[config.mk]
export PLATFORM = sky130hd
export DESIGN_NAME = tdt_channel
export DESIGN_NICKNAME = d
export VERILOG_FILES = /design/src/rtl/tdt_pkg.sv /design/src/rtl/tdt_regs.sv /design/src/rtl/tdt_counter.sv /design/src/rtl/tdt_irq.sv /design/src/rtl/tdt_channel.sv
export SDC_FILE = /design/constraint.sdc
export NUM_CORES = 1
export LEC_CHECK = 0
export BUFFER_PORTS_ARGS = -buffer_cell sky130_fd_sc_hd__buf_4
export CAP_MARGIN = 20
export CORE_MARGIN = 10
export CORE_UTILIZATION = 35
export CTS_BUF_LIST = sky130_fd_sc_hd__clkbuf_2 sky130_fd_sc_hd__clkbuf_4 sky130_fd_sc_hd__clkbuf_8
export DETAILED_ROUTE_END_ITERATION = 16
export PLACE_DENSITY_LB_ADDON = 0.08
export SLEW_MARGIN = 20
export SYNTH_ARGS = -nofsm -noshare
export SYNTH_HDL_FRONTEND = slang
export SYNTH_HIERARCHICAL = 1
export SYNTH_SLANG_ARGS = --single-unit
[constraint.sdc]
create_clock -name clk -period 3 [get_ports clk]
set_clock_uncertainty 0.2 [all_clocks]
set_input_delay 0.3 -clock clk [delete_from_list [all_inputs] [get_ports clk]]
set_output_delay 0.3 -clock clk [all_outputs]
set_load 0.02 [all_outputs]
[src/rtl/tdt_pkg.sv]
package tdt_pkg;
  // word index of each register (byte address bits [3:2])
  localparam logic [1:0] IDX_LOAD  = 2'd0;
  localparam logic [1:0] IDX_COUNT = 2'd1;
  localparam logic [1:0] IDX_CTRL  = 2'd2;
  localparam logic [1:0] IDX_CLEAR = 2'd3;

  // control word bit positions
  localparam int BIT_RUN    = 7;
  localparam int BIT_RELOAD = 6;
  localparam int BIT_FAST   = 3;

  typedef struct packed {
    logic run;
    logic reload;
    logic fast;
  } tdt_ctrl_t;
endpackage

[src/rtl/tdt_regs.sv]
module tdt_regs
  import tdt_pkg::*;
#(
  parameter int CNT_W  = 16,
  parameter int DATA_W = 32,
  parameter int ADDR_W = 4
) (
  input  logic              clk,
  input  logic              rst,
  input  logic              bus_en,
  input  logic              bus_we,
  input  logic [ADDR_W-1:0] bus_addr,
  input  logic [DATA_W-1:0] bus_wdata,
  input  logic [CNT_W-1:0]  count_i,
  output tdt_ctrl_t         ctrl_o,
  output logic [CNT_W-1:0]  load_o,
  output logic              load_wr_o,
  output logic              clr_wr_o,
  output logic [DATA_W-1:0] bus_rdata_o
);
  localparam int IDX_LSB = 2;
  localparam logic [DATA_W-1:0] CTRL_MASK =
    (DATA_W'(1) << BIT_RUN) | (DATA_W'(1) << BIT_RELOAD) | (DATA_W'(1) << BIT_FAST);

  logic [1:0]        widx;
  logic              wr, rd;
  tdt_ctrl_t         ctrl_q;
  logic [CNT_W-1:0]  load_q;
  logic [DATA_W-1:0] ctrl_word, rd_mux, rdata_q;

  assign widx      = bus_addr[IDX_LSB +: 2];
  assign wr        = bus_en && bus_we;
  assign rd        = bus_en && !bus_we;
  assign load_wr_o = wr && (widx == IDX_LOAD);
  assign clr_wr_o  = wr && (widx == IDX_CLEAR);

  always_ff @(posedge clk) begin
    if (rst) begin
      ctrl_q <= '0;
      load_q <= '0;
    end else begin
      if (load_wr_o)
        load_q <= bus_wdata[CNT_W-1:0];
      if (wr && (widx == IDX_CTRL)) begin
        ctrl_q.run    <= bus_wdata[BIT_RUN];
        ctrl_q.reload <= bus_wdata[BIT_RELOAD];
        ctrl_q.fast   <= bus_wdata[BIT_FAST];
      end
    end
  end

  always_comb begin
    ctrl_word = '0;
    ctrl_word[BIT_RUN]    = ctrl_q.run;
    ctrl_word[BIT_RELOAD] = ctrl_q.reload;
    ctrl_word[BIT_FAST]   = ctrl_q.fast;
  end

  always_comb begin
    unique case (widx)
      IDX_LOAD:  rd_mux = DATA_W'(load_q);
      IDX_COUNT: rd_mux = DATA_W'(count_i);
      IDX_CTRL:  rd_mux = ctrl_word;
      default:   rd_mux = '0;
    endcase
  end

  always_ff @(posedge clk) begin
    if (rst)     rdata_q <= '0;
    else if (rd) rdata_q <= rd_mux;
  end

  assign ctrl_o      = ctrl_q;
  assign load_o      = load_q;
  assign bus_rdata_o = rdata_q;

  // reserved control bits never appear on the read bus
  p_ctrl_rsvd_r10: assert property (@(posedge clk) disable iff (rst)
    (rd && widx == IDX_CTRL) |=> ((bus_rdata_o & ~CTRL_MASK) == '0));
  // read data only changes after a read request
  p_rdata_hold_r12: assert property (@(posedge clk) disable iff (rst)
    !rd |=> $stable(bus_rdata_o));
endmodule

[src/rtl/tdt_counter.sv]
module tdt_counter #(
  parameter int CNT_W = 16
) (
  input  logic             clk,
  input  logic             rst,
  input  logic             run,
  input  logic             reload,
  input  logic             fast,
  input  logic             tick_fast,
  input  logic             tick_slow,
  input  logic             load_wr,
  input  logic [CNT_W-1:0] load_data,
  input  logic [CNT_W-1:0] load_val,
  output logic [CNT_W-1:0] count_o,
  output logic             underflow_o
);
  localparam logic [CNT_W-1:0] ALL_ONES = '1;

  logic [CNT_W-1:0] count_q;
  logic             tick, step, at_zero;

  assign tick        = fast ? tick_fast : tick_slow;
  assign step        = run && tick && !load_wr;
  assign at_zero     = (count_q == '0);
  assign underflow_o = step && at_zero;

  always_ff @(posedge clk) begin
    if (rst)
      count_q <= '0;
    else if (load_wr)
      count_q <= load_data;
    else if (step)
      count_q <= at_zero ? (reload ? load_val : ALL_ONES) : count_q - 1'b1;
  end

  assign count_o = count_q;

  // with no step and no load the count is frozen
  p_hold_r3: assert property (@(posedge clk) disable iff (rst)
    (!(run && tick) && !load_wr) |=> $stable(count_o));
  // periodic underflow brings back the load value
  p_reload_r5: assert property (@(posedge clk) disable iff (rst)
    (underflow_o && reload) |=> (count_o == $past(load_val)));
  // free-running underflow wraps to all ones
  p_wrap_r6: assert property (@(posedge clk) disable iff (rst)
    (underflow_o && !reload) |=> (count_o == ALL_ONES));
  // a load write always lands in the counter
  p_load_r9: assert property (@(posedge clk) disable iff (rst)
    load_wr |=> (count_o == $past(load_data)));
endmodule

[src/rtl/tdt_irq.sv]
module tdt_irq (
  input  logic clk,
  input  logic rst,
  input  logic underflow,
  input  logic clr_wr,
  output logic irq_o
);
  logic irq_q;

  always_ff @(posedge clk) begin
    if (rst)            irq_q <= 1'b0;
    else if (underflow) irq_q <= 1'b1;
    else if (clr_wr)    irq_q <= 1'b0;
  end

  assign irq_o = irq_q;

  // pending interrupt persists until cleared
  p_sticky_r7: assert property (@(posedge clk) disable iff (rst)
    (irq_o && !clr_wr) |=> irq_o);
  // a lone clear drops it
  p_clear_r7: assert property (@(posedge clk) disable iff (rst)
    (clr_wr && !underflow) |=> !irq_o);
  // underflow beats a simultaneous clear
  p_uf_wins_r8: assert property (@(posedge clk) disable iff (rst)
    underflow |=> irq_o);
endmodule

[src/rtl/tdt_channel.sv]
module tdt_channel
  import tdt_pkg::*;
#(
  parameter int CNT_W  = 16,
  parameter int DATA_W = 32,
  parameter int ADDR_W = 4
) (
  input  logic              clk,
  input  logic              rst,
  input  logic              bus_en,
  input  logic              bus_we,
  input  logic [ADDR_W-1:0] bus_addr,
  input  logic [DATA_W-1:0] bus_wdata,
  output logic [DATA_W-1:0] bus_rdata,
  input  logic              tick_fast,
  input  logic              tick_slow,
  output logic              irq
);
  tdt_ctrl_t        ctrl;
  logic [CNT_W-1:0] load_val, count;
  logic             load_wr, clr_wr, underflow;

  tdt_regs #(.CNT_W(CNT_W), .DATA_W(DATA_W), .ADDR_W(ADDR_W)) i_regs (
    .clk(clk), .rst(rst), .bus_en(bus_en), .bus_we(bus_we),
    .bus_addr(bus_addr), .bus_wdata(bus_wdata), .count_i(count),
    .ctrl_o(ctrl), .load_o(load_val), .load_wr_o(load_wr),
    .clr_wr_o(clr_wr), .bus_rdata_o(bus_rdata)
  );

  tdt_counter #(.CNT_W(CNT_W)) i_counter (
    .clk(clk), .rst(rst), .run(ctrl.run), .reload(ctrl.reload),
    .fast(ctrl.fast), .tick_fast(tick_fast), .tick_slow(tick_slow),
    .load_wr(load_wr), .load_data(bus_wdata[CNT_W-1:0]),
    .load_val(load_val), .count_o(count), .underflow_o(underflow)
  );

  tdt_irq i_irq (
    .clk(clk), .rst(rst), .underflow(underflow), .clr_wr(clr_wr), .irq_o(irq)
  );

  // outputs are quiet in the cycle after reset
  p_reset_r1: assert property (@(posedge clk) rst |=> (!irq && bus_rdata == '0));
endmodule

# --- Word-level counts from Yosys, hierarchy flattened ---
# Index checks and enable logic that the tools add are counted.
word_totals:
  register_bits: 68
  out_inout_bits: 33
  word_cells: 33
classes:
  add_sub_neg: 1
  n_eq_ne: 3
  muxes: 8
  n_reduce_logical: 14
op_table:
  columns: ["operator", "n"]
  rows:
  - ["16-bit two-way mux", 4]
  - ["16-bit case mux with 3 select lines", 1]
  - ["16-bit zero test", 1]
  - ["16-bit by 1-bit subtractor with 16-bit output, second input constant", 1]
  - ["1-bit logical AND", 8]
  - ["2-bit equality test, second input constant", 2]
  - ["2-bit nonzero test", 2]
  - ["1-bit two-way mux", 3]
  - ["2-bit by 1-bit equality test with 1-bit output, second input constant", 1]
  - ["1-bit zero test", 2]
  - ["2-bit zero test", 1]

# --- Logic depth before layout (Yosys ltp) ---
# Gate-level depths: netlist of run 1.
logic_depth:
  word_depth: 6
  mapped_depth: 10
  depth_no_buf: 7

# --- By module ---
# Netlist of run 1, hierarchy kept.
modules_own_cells:
  columns: ["module", "instances", "cells_per_inst", "area_each_um2", "seq_area_each_um2"]
  rows:
  - ["tdt_regs", 1, 179, 1640.3, 700.7]
  - ["tdt_counter", 1, 182, 1450.1, 320.3]
  - ["tdt_irq", 1, 4, 38.8, 20.0]

# --- Worst setup path before layout of run 1 ---
# Ideal clock, no wire load.
synth_path:
  kind: "input -> register"
  from: "input bus_addr[2]"
  to: "register i_counter.count_q[10] (netlist: i_counter/count_o[10])"
  arrival_ns: 1.867
  required_ns: 2.671
  slack_ns: 0.804
  stages: 10
  cell_sequence: "nand4bb_1 buf_4 inv_4 buf_6 clkbuf_1 buf_1 buf_1 a21oi_1 o41ai_1 a21oi_1"
synth_between:
  elab_chain_cells: 5
  elab_cells_between_ends: 6
  classes_between: "mux: 1; reduce/logical: 5"
synth_lines:
  columns: ["item", "line", "text"]
  rows:
  - ["start, declared", "tdt_channel.sv:12", "input logic [ADDR_W-1:0] bus_addr,"]
  - ["2-bit zero test *", "tdt_regs.sv:34", "assign load_wr_o = wr && (widx == IDX_LOAD);"]
  - ["1-bit logical AND *", "tdt_regs.sv:34", null]
  - ["via load_wr", "tdt_channel.sv:21", "logic load_wr, clr_wr, underflow;"]
  - ["1-bit zero test", "tdt_counter.sv:23", "assign step = run && tick && !load_wr;"]
  - ["1-bit logical AND", "tdt_counter.sv:23", null]
  - ["2-bit nonzero test (no line)", null, null]
  - ["end signal, assigned", "tdt_counter.sv:31", "count_q <= load_data;"]
  - ["end signal, assigned", "tdt_counter.sv:33", "count_q <= at_zero ? (reload ? load_val : ALL_ONES) : count_q - 1'b1;"]
  - ["end, declared", "tdt_counter.sv:19", "logic [CNT_W-1:0] count_q;"]
# Mark *: on every way through the listed nets, which the timed path passes. The rest lies on a longest branch.
# A chain may end at the register's enable or synchronous reset.

# --- Worst setup path after layout of run 1 ---
layout_path:
  from: "register i_counter.count_q[0] (netlist: i_counter/count_o[0])"
  to: "register i_counter.count_q[3] (netlist: i_counter/count_o[3])"
layout_between:
  elab_chain_cells: 4
  elab_cells_between_ends: 5
  classes_between: "add/sub: 1; mux: 3; reduce/logical: 1"
layout_lines:
  columns: ["item", "line", "text"]
  rows:
  - ["16-bit by 1-bit subtractor with 16-bit output or 16-bit zero test (tied branches)", "tdt_counter.sv:33, tdt_counter.sv:24", null]
  - ["16-bit two-way mux *", "tdt_counter.sv:33", null]
  - ["16-bit two-way mux *", "tdt_counter.sv:32", "else if (step)"]
  - ["16-bit two-way mux *", "tdt_counter.sv:30", "else if (load_wr)"]
# Mark *: on every way between the ends. The rest lies on a longest branch, timed or not. The select of a mux whose other input is x is not followed.

==> results of run 1 <==
==> synthesized netlist by cell type, types with 5 or more instances <==
cell      number
o22ai_1        8
buf_4         19
inv_1          9
clkbuf_1      10
nand4_1        7
mux2i_1        8
nand2b_1       5
a21oi_1       25
buf_2          5
mux2_2        15
nor2b_1        7
nand2_1       40
nor2_1        24
dfxtp_1       52
o21ai_0        8
nor4_1         5
a22oi_1       21
nor3_1        14
==> per-stage QoR <==
stage	hold WS, ps	power (uW)	setup slack, ps	std cells	area, um2
CTS	33.3	1470	571	498	3460
detailed placement	263	1050	586	491	3380
finish	36.0	1450	566	498	3460
global route	27.1	1530	392	498	3460
global placement	256	1050	571	491	3380
floorplan	162	986	804	380	3190
==> layout by cell type, fill, tap and decap left out, drive strengths merged, types with 8 or more instances in the layout <==
cell type / n
inv: 10
o21ai: 8
mux2: 18
dfxtp: 52
nand2: 40
nor2: 24
o22ai: 8
a21oi: 26
nor3: 15
conb: 16
buf: 46
mux2i: 8
a22oi: 22
==> state kept, by name, indices dropped and copies added, names as in the netlist <==
signal / cells
i_regs/bus_rdata_o: 16
i_regs/load_o: 16
i_regs/ctrl_o: 3
i_counter/count_o: 16
i_irq/irq_o: 1
==> path summary, 6_finish.rpt <==
| check | startpoint | to | slack, ps | depth (start not counted) |
|---|---|---|---|---|
| max | i_counter/count_o[0] | i_counter/count_o[3] | 570 | 6 |
| min | bus_wdata[3] | i_regs/ctrl_o[0] | 40 | 3 |
| max reg2reg | i_counter/count_o[0] | i_counter/count_o[3] | 570 | 6 |
| min reg2reg | i_regs/load_o[8] | i_regs/load_o[8] | 270 | 2 |
==> layout make-up <==
class,count,area [um2]
fill,922,5260
sequential,52,1040
timing repair buffer,46,345
inverter,10,40.0
multi-input combinational,275,1810
clock buffer,6,76.3
clock inverter,1,5.00
tap,108,135
==> critical path, cell delays in order (launching register included) <==
cell and delay [ps]:
dfxtp_1 360, inv_1 160, ha_1 200, nor4b_2 410
nand4_1 310, or4_1 570, o311a_1 130
==> report_power, final <==
group          switching, uW  internal, uW
combinational            188           125
sequential              23.2           705
clock                    242           169
==> metal layers <==
layer  track usage (%)  share of wire, %  wire, um  vias to the layer above
li1                  -                 -         -                     1362
met1              18.2                47      4270                     1336
met2              21.4                46      4220                       60
met3              3.14               5.8       531                        4
met4              3.17              0.85        77                        0
met5                 0                 0         0                        -
==> logic make-up (layout without fill, tap and decap cells) <==
group	after synthesis	after routing	share of synthesized area (%)
other	1	16	0.120
buffers and inverters	53	63	10.6
multiplexers	26	26	9.40
flip-flops	52	52	33.3
AND/OR/NAND/NOR	132	132	23.4
AO/OA/AOI/OAI	93	93	20.8
XOR/XNOR	6	6	1.68
adder cells (fa/ha/maj)	2	2	0.800
==> metrics.log, run 1 <==
[metrics] area leader, netlist: dfxtp_1
[metrics] routed vias: 2762
[metrics] global placer's final weighted congestion: 0.848
[metrics] number of hold buffers added after cts: 0
[metrics] area of the core: 8720 um2
[metrics] DRC: 0
[metrics] count of different cell masters after synthesis: 64
[metrics] clock tree from TritonCTS: done
[metrics] clock root buffer master: clkbuf_8
[metrics] mean area per synthesized cell: 8.57 um2
[metrics] grt total ovfl: 0
[metrics] Worst Setup Path Type: flop to flop
[metrics] initial core utilization: 35.9%
[metrics] Fin Setup TNS: 0 ps
[metrics] worst voltage drop across the vdd grid: 0.212 mV
[metrics] Gates resized, CTS repair: 0
[metrics] growth of design area from synthesis to finish: 10.5%
[metrics] first-pass GRT wire length: 14500 um
[metrics] vias per std cell: 5.55
[metrics] via count of the first global-routing pass: 2618
[metrics] horizontal extent of the die: 115 um
[metrics] count of endpoints failing setup in the final report: 0
[metrics] placement row count: 34
[metrics] Max Clock Freq: 411 MHz
[metrics] Seq/Total Area, Yosys: 33.3%
[metrics] Clk Latency, worst-skew pair: 310 ps
[metrics] Final Net Count: 434
[metrics] total routed wirelength: 9100 um
[metrics] Hold Vio Cnt, Final: 0
[metrics] IO buf count: 40
[metrics] CTS sink cnt: 52
[metrics] overall die area: 13100 um2
[metrics] result of the run: finished, final reports clean
[metrics] number of warnings reported in the yosys synthesis log: 6
[metrics] number of antenna violations at the first check in global routing: 0
[metrics] total power per unit cell area: 420 nW/um2
[metrics] number of detailed-route iterations in the first pass: 4
[metrics] share of the synthesized area in the top cell type: 33.3%
[metrics] fraction of layout instances using a drive strength above 1: 21.8%
[metrics] startpoint type of the worst setup path: flop
[metrics] category of the worst setup path capture point: flop
[metrics] unrepaired setup endpoints after global routing: false
[metrics] maximum number of pins on one net before global-route repair: 52
[metrics] Final Util: 39.6%
[metrics] Post-Syn Area: 3130 um2
[metrics] max-slew headroom at the worst pin: 38.8%
[metrics] count of flip-flops with a built-in enable after synthesis: 0
[metrics] FF+latch count, synth: 52
[metrics] number of nets with antenna violations after routing: 0
[metrics] classification of the worst-slack hold path: input port to flop
[metrics] count of pins on the block boundary: 75
[metrics] GR Util All Layers: 13.6%
[metrics] dominant register cell in the synthesized netlist: dfxtp_1
[metrics] total inserted antenna cells: 0
[metrics] Clk pin slew, worst setup/hold paths: 100 ps
[metrics] Max Buffers Root-to-Sink: 2
[metrics] Max Transition Viols Final: 0
[metrics] post-detailed-placement half-perimeter wirelength: 6680 um
[metrics] final critical-path share of the clock period: 81.1%
[metrics] wire length per cell: 18.3 um
[metrics] Leak: 0.00135 uW
[metrics] Async SR Flop Fraction: 0%
[metrics] cells taking the most area after synthesis: dfxtp_1 (33%), mux2_2 (5.4%), a22oi_1 (5.0%), nand2_1 (4.8%), buf_4 (4.6%)
[metrics] post-synthesis instance total: 365
[metrics] min cycle time layout: 2430 ps
[metrics] number of DRC violations after detailed-routing iteration 0: 166
[metrics] H-tree depth reported by CTS: 2
[metrics] count of max-cap constraint violations: 0
[metrics] Crit Path Max Fanout: 5
[metrics] required time worst endpoint: 3010 ps
[metrics] Inserted Clock Buffers: 5
[metrics] Slew @ Worst Pin: 914 ps
[metrics] arrival time at the worst endpoint: 2440 ps
[metrics] Die H: 115 um
[metrics] number of buffers inserted by post-CTS setup repair: 0
Note: power is estimated with default switching activity, not from simulation.
==> run 2: changes to the inputs <==
--- a/config.mk
+++ b/config.mk
@@ -5,6 +5,7 @@
 export SDC_FILE = /design/constraint.sdc
 export NUM_CORES = 1
 export LEC_CHECK = 0
+export ABC_AREA = 1
 export BUFFER_PORTS_ARGS = -buffer_cell sky130_fd_sc_hd__buf_4
 export CAP_MARGIN = 20
 export CORE_MARGIN = 10
==> constraint.sdc (replaced) <==
create_clock -name clk -period 2.5 [get_ports clk]
set_clock_uncertainty 0.2 [all_clocks]
set_input_delay 0.25 -clock clk [delete_from_list [all_inputs] [get_ports clk]]
set_output_delay 0.25 -clock clk [all_outputs]
set_load 0.02 [all_outputs]
==> run 2 against run 1 <==
Sequential share of layout area fell by 3.6 points. Wire length rose by 13%. Cell count rose by 40%. Maximum frequency rose by 20%. Critical endpoint is now i_counter/count_o[8]. Largest cell class unchanged. Largest power group unchanged. Highest routed layer unchanged.
==> metrics.log, run 2 <==
[metrics] required time worst endpoint: 2520 ps (-490 ps)
[metrics] Async SR Flop Fraction: 0% (unchanged)
[metrics] detailed route wirelength on metal2: 4650 um (+10%)
[metrics] DRC: 0 (unchanged)
[metrics] first-pass GRT wire length: 16900 um (+17%)
[metrics] IO buf count: 40 (unchanged)
[metrics] Crit Path Max Fanout: 7 (+2)
[metrics] delay of the slowest cell on the worst path: 330 ps (-240 ps)
[metrics] number of buffers inserted by post-CTS setup repair: 0 (unchanged)
[metrics] Max Transition Viols Final: 0 (unchanged)
[metrics] count of pins on the block boundary: 75 (unchanged)
[metrics] area share of xor/xnor cells in the synthesized design: 1.03% (-0.65 points)
[metrics] Hold Vio Cnt, Final: 0 (unchanged)
[metrics] Final Net Count: 612 (+41%)
[metrics] commonest cells after routing, fill and taps aside: nand2_1 (140), nor2_1 (66), nand3_1 (56)
[metrics] detailed-routing wirelength on met1: 5080 um (+19%)
[metrics] global placer's final weighted congestion: 0.917 (+8.1%)
[metrics] number of warnings reported in the yosys synthesis log: 6 (unchanged)
[metrics] combinational family with the most area after synthesis: simple AND/OR/NAND/NOR gates
[metrics] initial core utilization: 36.4% (+0.53 points)
[metrics] placement row count: 35 (+2.9%)
[metrics] share of the synthesized area in the top cell type: 30.5% (-2.8 points)
[metrics] clock root buffer master: clkbuf_8
[metrics] Leak: 0.00183 uW (+36%)
[metrics] dominant register cell in the synthesized netlist: dfxtp_1
[metrics] total routed wirelength: 10300 um (+13%)
[metrics] via count of the first global-routing pass: 3314 (+27%)
[metrics] Seq/Total Area, Yosys: 30.5% (-2.8 points)
[metrics] CTS sink cnt: 52 (unchanged)
[metrics] count of flip-flops with a built-in enable after synthesis: 0 (unchanged)
[metrics] final-layout worst hold slack: 13.0 ps (-23.0 ps)
[metrics] max-slew headroom at the worst pin: 57.3% (+18 points)
[metrics] post-synthesis adder-cell area fraction: 0.733% (-0.066 points)
[metrics] count of endpoints failing setup in the final report: 0 (unchanged)
[metrics] post-detailed-placement half-perimeter wirelength: 7520 um (+13%)
[metrics] basic-gate share of the synthesized area counting and, or, nand and nor cells: 43.8% (+20 points)
[metrics] worst voltage drop across the vdd grid: 0.263 mV (+24%)
[metrics] number of DRC violations after detailed-routing iteration 0: 240 (+45%)
[metrics] FF+latch count, synth: 52 (unchanged)
[metrics] Detail Route met3 WL: 328 um (-38%)
[metrics] cells taking the most area after synthesis: dfxtp_1 (31%), nand2_1 (15%), nand3_1 (8.2%), nor2_1 (7.4%), inv_1 (5.8%)
[metrics] total inserted antenna cells: 0 (unchanged)
[metrics] layout filler cell count: 1059 (+15%)
[metrics] Max Clock Freq: 492 MHz (+20%)
[metrics] result of the run: finished, final reports clean
[metrics] Max Buffers Root-to-Sink: 2 (unchanged)
[metrics] clock tree from TritonCTS: done
[metrics] H-tree depth reported by CTS: 2 (unchanged)
[metrics] Fin Setup TNS: 0 ps (unchanged)
[metrics] number of nets with antenna violations after routing: 0 (unchanged)
[metrics] Clk Latency, worst-skew pair: 310 ps (about the same)
[metrics] post-synthesis instance total: 522 (+43%)
[metrics] count of different cell masters after synthesis: 36 (-44%)
[metrics] routed vias: 3300 (+19%)
[metrics] fraction of layout instances using a drive strength above 1: 20.2% (-1.6 points)
[metrics] vias per std cell: 4.73 (-15%)
[metrics] classification of the worst-slack hold path: input port to flop
[metrics] number of hold buffers added after cts: 11 (+11)
[metrics] list of most frequent post-synthesis cells: nand2_1 (140), nor2_1 (67), nand3_1 (56), inv_1 (53), dfxtp_1 (52)
[metrics] most frequent cell after synthesis: nand2_1
[metrics] number of detailed-route iterations in the first pass: 4 (unchanged)
[metrics] min cycle time layout: 2030 ps (-400 ps)
[metrics] most common library cell in the layout ignoring fill and taps: nand2_1
[metrics] Die H: 119 um (+3.6%)
[metrics] Critical Path Slowest Stage Cell: dfxtp_1
[metrics] number of antenna violations at the first check in global routing: 0 (unchanged)
[metrics] arrival time at the worst endpoint: 2050 ps (-390 ps)
[metrics] unrepaired setup endpoints after global routing: false
[metrics] highest layer used for signal routing: met4
[metrics] area leader, netlist: dfxtp_1
[metrics] Post-Syn Area: 3410 um2 (+9.0%)
[metrics] Worst Setup Path Type: flop to flop
[metrics] total power per unit cell area: 533 nW/um2 (+27%)
[metrics] Compound-Gate Fraction of Synth Area: 9.31% (-12 points)
[metrics] worst path cell trace: inv_1 -> ha_1 -> inv_1 -> nor2_1 -> nand3_1 -> nor2_1 -> nand2_2 -> nand3_1 -> o211ai_1 -> nand3_1 -> inv_1
[metrics] category of the worst setup path capture point: flop
[metrics] wire length per cell: 14.7 um (-19%)
[metrics] final critical-path share of the clock period: 81.4% (+0.24 points)
[metrics] Clk pin slew, worst setup/hold paths: 110 ps (about the same)
[metrics] Gates resized, CTS repair: 0 (unchanged)
[metrics] share of synthesized area spent on multiplexers: 0% (-9.4 points)
[metrics] count of max-cap constraint violations: 0 (unchanged)
[metrics] area of the core: 9370 um2 (+7.5%)
[metrics] startpoint type of the worst setup path: flop
[metrics] grt total ovfl: 0 (unchanged)
[metrics] mean area per synthesized cell: 6.54 um2 (-24%)
[metrics] growth of design area from synthesis to finish: 14.9%
[metrics] overall die area: 14100 um2 (+7.4%)
[metrics] horizontal extent of the die: 119 um (+3.6%)
[metrics] Inserted Clock Buffers: 5 (unchanged)
[metrics] Slew @ Worst Pin: 641 ps (-273 ps)
[metrics] GR Util All Layers: 14.4% (+0.81 points)
[metrics] maximum number of pins on one net before global-route repair: 51 (-1.9%)
-- run 2: logic make-up after synthesis --
family,after synthesis
AND/OR/NAND/NOR,319
buffers and inverters,92
AO/OA/AOI/OAI,52
flip-flops,52
XOR/XNOR,4
adder cells (fa/ha/maj),2
other,1
-- run 2: layer usage --
metal	track usage (%)	vias up
met5	0	-
met4	4.96	0
met3	2.43	14
met2	23.0	73
met1	19.0	1509
li1	-	1704
-- run 2: cell type report --
cell class	instances	area [um2]	area share (%)
clock buffers	6	76.3	1.95
inverters	57	221	5.65
repair buffers	59	470	12.0
flip-flops and latches	52	1040	26.5
well taps	129	161	4.12
clock inverters	2	16.3	0.415
multi-input cells	393	1930	49.3
-- run 2: worst paths after layout --
path | from | to | slack [ps] | depth (start not counted)
max reg2reg | i_counter/count_o[0] | i_counter/count_o[8] | 470 | 11
min reg2reg | i_regs/bus_rdata_o[7] | i_regs/bus_rdata_o[7] | 270 | 2
max | i_counter/count_o[0] | i_counter/count_o[8] | 470 | 11
min | bus_wdata[9] | i_regs/load_o[9] | 10 | 3
-- run 2: critical path, delay by kind of cell, from the launching register on --
kind	cells	cell delay [ps]
simple gates	6	860
flops	1	330
buf+inv	3	290
fa+ha+maj	1	180
compound gates	1	90
-- run 2: stage by stage --
stage / cell area (um2) / power, uW / setup slack, ps / std cells / utilization, %
2_1_floorplan: 3470 / 1410 / 538 / 537 / -
3_3_place_gp: 3720 / 1580 / 506 / 679 / 39.7
3_5_place_dp: 3720 / 1580 / 506 / 679 / 39.7
4_1_cts: 3920 / 2110 / 492 / 698 / 41.8
5_1_grt: 3920 / 2230 / 273 / 698 / 41.8
6_report: 3920 / 2090 / 465 / 698 / 41.8
-- run 2: power by group --
| part | internal (uW) | total [uW] | switching, uW |
|---|---|---|---|
| sequential | 860 | 894 | 34.1 |
| clock | 211 | 515 | 303 |
| combinational | 243 | 682 | 439 |
==> run 3: changes to the inputs <==
--- a/config.mk
+++ b/config.mk
@@ -5,7 +5,7 @@
 export SDC_FILE = /design/constraint.sdc
 export NUM_CORES = 1
 export LEC_CHECK = 0
-export ABC_AREA = 1
+export ABC_AREA = 0
 export BUFFER_PORTS_ARGS = -buffer_cell sky130_fd_sc_hd__buf_4
 export CAP_MARGIN = 20
 export CORE_MARGIN = 10
==> constraint.sdc (replaced) <==
create_clock -name clk -period 1.9 [get_ports clk]
set_clock_uncertainty 0.2 [all_clocks]
set_input_delay 0.19 -clock clk [delete_from_list [all_inputs] [get_ports clk]]
set_output_delay 0.19 -clock clk [all_outputs]
set_load 0.02 [all_outputs]
==> run 3 against run 2 <==
The flow now finishes with violations (setup timing). Die area is 6.9% lower. Clock power is 57% higher. Count of clock-buffer cells in the layout is 1 lower. Sequential share of layout area is 2.7 points lower. Worst setup slack worse by 750 ps. Design area is 12% higher. Critical path depth is 4 lower. Wire length is 1.2% higher. Power is 30% higher. Core utilization is 8.4 points higher. Critical path type unchanged. Highest routed layer unchanged.
==> metrics.log, run 3 (synthesized netlist as in run 1, its figures left out) <==
[metrics] crit path setup slack, layout: -280 ps (-745 ps)
[metrics] total routed wirelength: 10400 um (+1.2%)
[metrics] unrepaired setup endpoints after global routing: true
[metrics] hold path startpoint: bus_addr[3]
[metrics] overall die area: 13100 um2 (-6.9%)
[metrics] Max Clock Freq: 459 MHz (-6.7%)
[metrics] Final Net Count: 517 (-16%)
[metrics] post-route cell area: 4380 um2 (+12%)
[metrics] failing checks: setup timing
[metrics] arrival time at the worst endpoint: 2180 ps (+130 ps)
[metrics] layout filler cell count: 869 (-18%)
[metrics] Fin Setup TNS: -3090 ps (-3090 ps)
[metrics] count of pins on the block boundary: 75 (unchanged)
[metrics] final critical-path share of the clock period: 115% (+33 points)
[metrics] Crit Path Max Fanout: 8 (+1)
[metrics] most common library cell in the layout ignoring fill and taps: buf_4
[metrics] Max Transition Viols Final: 0 (unchanged)
[metrics] placement row count: 34 (-2.9%)
[metrics] startpoint type of the worst setup path: flop
[metrics] min cycle time layout: 2180 ps (+145 ps)
[metrics] Leak: 0.00183 uW (-0.24%)
[metrics] placement-stage cell area: 3870 um2 (+4.0%)
[metrics] number of nets with antenna violations after routing: 0 (unchanged)
[metrics] commonest cells after routing, fill and taps aside: buf_4 (103), dfxtp_1 (50), nand2_1 (40)
[metrics] worst voltage drop across the vdd grid: 0.401 mV (+53%)
[metrics] switching fraction of total power: 30.4% (-6.7 points)
[metrics] clock root buffer master: clkbuf_8
[metrics] non-filler instance count after layout: 582 (-17%)
[metrics] proportion of power drawn by flip-flops and latches: 41.8% (-1.0 points)
[metrics] first-pass GRT wire length: 16400 um (-2.9%)
[metrics] total inserted antenna cells: 0 (unchanged)
[metrics] Worst Setup Slack post-DPL: -321 ps (-826 ps)
[metrics] proportion of power drawn by combinational gates: 28.4% (-4.2 points)
[metrics] max-slew headroom at the worst pin: 33.0% (-24 points)
[metrics] Inserted Clock Buffers: 5 (unchanged)
[metrics] total power per unit cell area: 619 nW/um2 (+16%)
[metrics] IO buf count: 40 (unchanged)
[metrics] number of antenna violations at the first check in global routing: 0 (unchanged)
[metrics] startpoint of the most critical setup path: i_counter/count_o[1]
[metrics] GR Util All Layers: 15.6% (+1.2 points)
[metrics] fraction of layout instances using a drive strength above 1: 37.1% (+17 points)
[metrics] Clk pin slew, worst setup/hold paths: 110 ps (about the same)
[metrics] vias per std cell: 5.26 (+11%)
[metrics] category of the worst setup path capture point: flop
[metrics] classification of the worst-slack hold path: input port to flop
[metrics] area of the core: 8720 um2 (-6.9%)
[metrics] CTS sink cnt: 52 (unchanged)
[metrics] grt total ovfl: 0 (unchanged)
[metrics] Hold Vio Cnt, Final: 0 (unchanged)
[metrics] required time worst endpoint: 1900 ps (-620 ps)
[metrics] count of endpoints failing setup in the final report: 17 (+17)
[metrics] number of DRC violations after detailed-routing iteration 0: 176 (-27%)
[metrics] wire length per cell: 17.9 um (+21%)
[metrics] global placer's final weighted congestion: 0.908 (-0.98%)
[metrics] number of detailed-route iterations in the first pass: 4 (unchanged)
[metrics] via count of the first global-routing pass: 3168 (-4.4%)
[metrics] result of the run: finished with violations
[metrics] Switch Pwr: 825 uW (+6.2%)
[metrics] H-tree depth reported by CTS: 2 (unchanged)
[metrics] initial core utilization: 35.9% (-0.53 points)
[metrics] cell-internal power: 1890 uW (+44%)
[metrics] clock tree from TritonCTS: done
[metrics] Clk Latency, worst-skew pair: 310 ps (about the same)
[metrics] Max Buffers Root-to-Sink: 2 (unchanged)
[metrics] Clock Power Share: 29.8% (+5.2 points)
[metrics] maximum number of pins on one net before global-route repair: 40 (-22%)
[metrics] placed insts: 547 (-19%)
[metrics] Die H: 115 um (-3.5%)
[metrics] routed vias: 3063 (-7.2%)
[metrics] Slew @ Worst Pin: 1000 ps (+360 ps)
[metrics] DRC: 0 (unchanged)
[metrics] growth of design area from synthesis to finish: 40.0%
[metrics] horizontal extent of the die: 115 um (-3.5%)
[metrics] post-detailed-placement half-perimeter wirelength: 7780 um (+3.5%)
[metrics] startpoint of the worst register-to-register path: i_counter/count_o[1]
[metrics] count of max-cap constraint violations: 0 (unchanged)
[metrics] Worst Setup Path Type: flop to flop
## run 3: changes by cell type in the layout (fill, tap and decap cells not counted), sizes merged, moves of 22 or more
cell / previous run / this run
a22oi: 0 / 22
buf: 48 / 109
inv: 57 / 11
nand2: 165 / 40
nand3: 56 / 1
nor2: 77 / 24
## run 3: worst paths after layout
kind                            slack (ps)  depth (start not counted)                     to
worst min-delay path                   140                          4  i_regs/bus_rdata_o[7]
worst max register to register        -280                          7   i_counter/count_o[8]
worst min register to register         270                          2      i_regs/load_o[12]
worst max-delay path                  -280                          7   i_counter/count_o[8]
## run 3: layer usage
layer	vias to the layer above	part of all wire, %	track usage, %
met5	-	0	0
met3	17	4.7	2.78
met4	0	1.7	5.51
met2	68	47	24.9
li1	1529	-	-
met1	1449	47	20.4
## run 3: metrics by stage
| stage | util [%] | power [uW] | hold slack, ps |
|---|---|---|---|
| after floorplan | - | 1570 | 52.4 |
| after detailed placement | 44.3 | 1790 | 253 |
| final | 50.2 | 2710 | 136 |
| after global placement | 44.3 | 1800 | 247 |
| after global routing | 50.2 | 2840 | 178 |
| after CTS | 49.1 | 2690 | 126 |
## run 3: final cells by class
| class | instances | area [um2] | share of cell area, % |
|---|---|---|---|
| Clock buffer | 5 | 68.8 | 1.57 |
| Clock inverter | 3 | 46.3 | 1.06 |
| Inverter | 10 | 45.0 | 1.03 |
| Multi-Input combinational cell | 275 | 1980 | 45.3 |
| Sequential cell | 52 | 1040 | 23.8 |
| Tap cell | 108 | 135 | 3.08 |
| Timing Repair Buffer | 129 | 1060 | 24.2 |
## run 3: power by group through the flow
stage | registers [uW] | clock network, uW | logic, uW
2_1_floorplan | 1160 | 0 | 411
3_3_place_gp | 1160 | 0 | 638
3_5_place_dp | 1160 | 0 | 631
4_1_cts | 1140 | 835 | 716
5_1_grt | 1140 | 876 | 826
6_report | 1140 | 809 | 769
## run 3: worst max-delay path: stages (launching register included)
cell and delay [ps]:
dfxtp_2 350, inv_4 60, ha_4 130, or4b_4 490, nor4_4 370, buf_6 210, and4b_1 210, a211oi_2 40
## run 3: repair_timing
action	CTS	global route
buffers inserted	4	3
pin swaps	10	16
endpoints found under the setup margin	17	17
hold endpoints to repair	24	0
hold buffers	20	0
resized for setup	16	16
